[src/rtl/io_port_pkg.sv]
package io_port_pkg;
  localparam int LANE_BITS = 8;

  typedef enum logic {
    DEC_WORD = 1'b0,
    DEC_LANE = 1'b1
  } dec_mode_e;
endpackage

[src/rtl/io_addr_decode.sv]
module io_addr_decode #(
  parameter int                    DEC_W     = 8,
  parameter int                    NUM_LANES = 2,
  parameter logic [DEC_W-1:0]      BASE_ADDR = 8'hDE,
  parameter io_port_pkg::dec_mode_e MODE     = io_port_pkg::DEC_WORD
) (
  input  logic [DEC_W-1:0]     addr,
  input  logic                 wr_n,
  output logic [NUM_LANES-1:0] lane_en
);
  localparam int SEL_W = (NUM_LANES > 1) ? $clog2(NUM_LANES) : 1;

  logic hit;

  generate
    if (MODE == io_port_pkg::DEC_WORD) begin : g_word
      // full byte compare, strobe qualifies the single shared match
      assign hit     = (addr == BASE_ADDR) && !wr_n;
      assign lane_en = {NUM_LANES{hit}};
    end else begin : g_lane
      // low select bits leave the shared match and steer the lanes
      assign hit = (addr[DEC_W-1:SEL_W] == BASE_ADDR[DEC_W-1:SEL_W]) && !wr_n;
      for (genvar i = 0; i < NUM_LANES; i++) begin : g_en
        // big-endian: lane NUM_LANES-1 (upper data lines) at offset 0
        localparam logic [SEL_W-1:0] OFFS = SEL_W'(NUM_LANES - 1 - i);
        assign lane_en[i] = hit && (addr[SEL_W-1:0] == (BASE_ADDR[SEL_W-1:0] + OFFS));
      end
    end
  endgenerate
endmodule

[src/rtl/io_lane_reg.sv]
module io_lane_reg #(
  parameter int W = io_port_pkg::LANE_BITS
) (
  input  logic         clk,
  input  logic         rst,
  input  logic         en,
  input  logic [W-1:0] d,
  output logic [W-1:0] q
);
  always_ff @(posedge clk) begin
    if (rst)     q <= '0;
    else if (en) q <= d;
  end

  p_reset_r9: assert property (@(posedge clk) rst |=> (q == '0))
    else $error("lane register not cleared by reset");
  p_load_r3: assert property (@(posedge clk) disable iff (rst) en |=> (q == $past(d)))
    else $error("lane register did not capture bus data");
  p_hold_r10: assert property (@(posedge clk) disable iff (rst) !en |=> $stable(q))
    else $error("lane register changed without enable");
endmodule

[src/rtl/io_byte_port.sv]
module io_byte_port #(
  parameter int                     ADDR_W    = 16,
  parameter int                     DATA_W    = 16,
  parameter int                     DEC_W     = 8,
  parameter logic [7:0]             BASE_ADDR = 8'hDE,
  parameter io_port_pkg::dec_mode_e MODE      = io_port_pkg::DEC_WORD
) (
  input  logic              clk,
  input  logic              rst,
  input  logic [ADDR_W-1:0] addr_i,
  input  logic [DATA_W-1:0] data_i,
  input  logic              wr_n_i,
  output logic [DATA_W-1:0] port_o
);
  localparam int LB        = io_port_pkg::LANE_BITS;
  localparam int NUM_LANES = DATA_W / LB;

  logic [NUM_LANES-1:0] lane_en;
  logic                 unused_hi;

  // upper address lines are outside the 256-byte I/O space
  assign unused_hi = ^addr_i[ADDR_W-1:DEC_W];

  io_addr_decode #(
    .DEC_W    (DEC_W),
    .NUM_LANES(NUM_LANES),
    .BASE_ADDR(DEC_W'(BASE_ADDR)),
    .MODE     (MODE)
  ) u_dec (
    .addr   (addr_i[DEC_W-1:0]),
    .wr_n   (wr_n_i),
    .lane_en(lane_en)
  );

  generate
    for (genvar i = 0; i < NUM_LANES; i++) begin : g_lane
      io_lane_reg #(.W(LB)) u_reg (
        .clk(clk),
        .rst(rst),
        .en (lane_en[i]),
        .d  (data_i[i*LB +: LB]),
        .q  (port_o[i*LB +: LB])
      );
    end
  endgenerate

  p_strobe_r2: assert property (@(posedge clk) disable iff (rst) wr_n_i |-> (lane_en == '0))
    else $error("lane enabled without write strobe");

  generate
    if (MODE == io_port_pkg::DEC_WORD) begin : g_chk_word
      p_word_en_r4: assert property (@(posedge clk) disable iff (rst)
                                     (lane_en == '0) || (lane_en == '1))
        else $error("word mode lane enables differ");
    end else begin : g_chk_lane
      p_one_lane_r6: assert property (@(posedge clk) disable iff (rst) $onehot0(lane_en))
        else $error("byte-lane mode enabled more than one lane");
    end
  endgenerate
endmodule

[config.mk]
export PLATFORM = sky130hd
export DESIGN_NAME = io_byte_port
export DESIGN_NICKNAME = d
export VERILOG_FILES = /design/src/rtl/io_port_pkg.sv /design/src/rtl/io_addr_decode.sv /design/src/rtl/io_lane_reg.sv /design/src/rtl/io_byte_port.sv
export SDC_FILE = /design/constraint.sdc
export NUM_CORES = 1
export LEC_CHECK = 0
export ABC_AREA = 0
export BUFFER_PORTS_ARGS = -buffer_cell sky130_fd_sc_hd__buf_2
export CORE_UTILIZATION = 40
export DETAILED_ROUTE_END_ITERATION = 10
export PLACE_DENSITY = 0.76
export SLEW_MARGIN = 20
export SYNTH_ARGS = -nofsm -noshare
export SYNTH_HDL_FRONTEND = slang
export SYNTH_SLANG_ARGS = --single-unit
[constraint.sdc]
create_clock -name clk -period 2 [get_ports clk]
set_clock_uncertainty 0.15 [all_clocks]
set_input_delay 0.1 -clock clk [delete_from_list [all_inputs] [get_ports clk]]
set_output_delay 0.1 -clock clk [all_outputs]
set_load 0.03 [all_outputs]
==> impl_metrics.toml <==
[sta]
worst_pin_slew_ps = 371
final-hold-violation-count = 0
finalCritPeriodShare_pct = 55.1
layout_setup_ws_ps = 898
finalCriticalPeriod_ps = 1100
maxSlewViolCount = 0
finalSetupTns_ps = 0
max_freq_mhz = 908
relSlewSlack_pct = 75.3
setup_viol = 0
rsz0062_at_grt = "no"

[critical_path]
end_kind = "flop"
critPathMaxFanout = 16
worstPathRequired_ps = 2060
cp_num_buf_inv = 2
critPathMaxStageDelay_ps = 310
setup.worst_path.class = "primary input to flop"
path_cells = "buf_2 -> nand4bb_4 -> nor4_4 -> buf_4 -> mux2i_1"
cp_slowest_cell = "buf_4"
worst-path-stages = 5
critical-path-top-delay-family = "simple AND/OR/NAND/NOR gates"
reg2reg_depth = 2
arrival_ps = 1160
critPathLaunchType = "primary input"
ff2ff_setup_slack_ps = 1260

[drt]
first_pass_iters = 4
wl_per_cell_um = 10.8
route.detailed.drc = 0
via_count = 653
final_antenna_net_count = 0
first_iter_violations = 6
routed_wl_um = 1670
vias_per_cell = 4.21

[synthesis]
yosysTopAreaCell = "dfxtp_1"
ys_seq_area_share_pct = 42.2
ys_types = 8
synthTopCellsByCount = "32 x nand2b_1, 16 x dfxtp_1, 16 x mux2i_1"
synth_seq_cells = 16
synthCells = 72
synth_edf_count = 0
yosysMostFrequentCell = "nand2b_1"
syn_nets = 107
synth_flop_cell = "dfxtp_1"
synthTopCellsByArea = "dfxtp_1 42%, nand2b_1 26%, mux2i_1 21%"
async_reset_ff_share_pct = 0
ys_warn_count = 0
synth.top_cell.area_share_pct = 42.2
syn_area_um2 = 759
syn_avg_cell_area_um2 = 10.5

[global_routing]
grt_pass1_vias = 604
grt_pass1_wl_um = 2510
antenna_found_initial = 0
overflow = 0
grt_max_degree = 33
grt_use_total_pct = 17.5

[worst_hold_path]
hold_depth = 4
hold_path_class = "primary input to flop"

[final_layout]
top_register = "g_lane.u_reg.q"
final_nets = 167
drive_above_1_share_pct = 36.9
diodes = 0
top_regs = "g_lane.u_reg.q x16"
largest_register_ffs = 16
area_delta_synth_final_pct = 53.9
fin_cells = 155

[clock_tree]
cts_buffers = 3
clock_path_buffers = 2
cts_root_buffer = "clkbuf_4"
postCtsSetupBuffers = 0
clk_pin_slew_ps = 90
ctsResizeCount = 0
cts_tree = "yes"
clock_latency_ps = 270
h-tree-depth = 1
postCtsHoldBufs = 16
clock-sinks = 16

[power]
p_per_area_nw_per_um2 = 481
vdd_drop_max_v = 0.000357
leakagePower_nw = 0.510

[placed_design]
dpl_worst_slack_ps = 600
portBuffers = 42
dpl.cell_count = 136
gp_congestion = 0.669
place_hpwl_um = 992

[die]
fp.dieH_um = 45.6
ios = 51
core_area_um2 = 1750
num_rows = 15
die_w_um = 45.6
die_area_um2 = 2080
initial_core_util_pct = 43.5

[run_status]
outcome = "finished, final reports clean"

[flow_run]
max_cap_violations = 0
metrics by stage:
stage	area, µm²	hold slack [ps]	utilization, %	power, W
after floorplan	759	105	-	0.000354
after global placement	986	211	56.5	0.000381
after detailed placement	986	218	56.5	0.000383
after CTS	1170	206	67.0	0.000571
after global routing	1170	225	67.0	0.000591
final	1170	216	67.0	0.000562
placed cells by master (no fill, tap or decap), drive strengths merged:
| cell | count |
|---|---|
| nand2b | 32 |
| nand4bb | 1 |
| mux2i | 16 |
| nor4 | 1 |
| dfxtp | 16 |
| nand2 | 2 |
| clkbuf | 3 |
| buf | 43 |
| dlygate4sd3 | 16 |
power breakdown:
group | internal [W] | switching (W) | leakage (nW)
clock network | 0.0000697 | 0.0000920 | 0.0138
registers | 0.000319 | 0.000000179 | 0.129
logic | 0.0000551 | 0.0000264 | 0.368
total | 0.000443 | 0.000119 | 0.510
final timing paths:
| path | startpoint | to |
|---|---|---|
| setup / recovery | addr_i[0] | g_lane[1].u_reg.q[7]$_SDFFE_PP0P_ |
| hold / removal | wr_n_i | g_lane[1].u_reg.q[4]$_SDFFE_PP0P_ |
| setup reg to reg | g_lane[1].u_reg.q[7]$_SDFFE_PP0P_ | g_lane[1].u_reg.q[7]$_SDFFE_PP0P_ |
| hold reg to reg | g_lane[0].u_reg.q[6]$_SDFFE_PP0P_ | g_lane[0].u_reg.q[6]$_SDFFE_PP0P_ |
routing by layer:
layer	vias to the layer above	share of wire [%]	GRT usage, %
li1	350	-	-
met1	287	41	19.7
met2	14	54	30.0
met3	2	3.6	3.17
met4	0	0.60	10.9
met5	-	0	0
layout make-up:
cell class                 instances  area, µm²
tap                               25       31.3
sequential                        16        320
timing repair buffer              59        378
clock buffer                       3       22.5
multi-input combinational         52        417
fill                             157        577
kinds of logic after synthesis:
family	share of synthesized area [%]
buffers and inverters	2.97
flip-flops	42.2
multiplexers	21.1
AND/OR/NAND/NOR	33.8
worst min-delay path, cell delays in order:
cell     delay (ps)
buf_2           100
nor4_4           40
buf_4           210
mux2i_1         140
No activity file was read; power rests on OpenSTA's default activity.
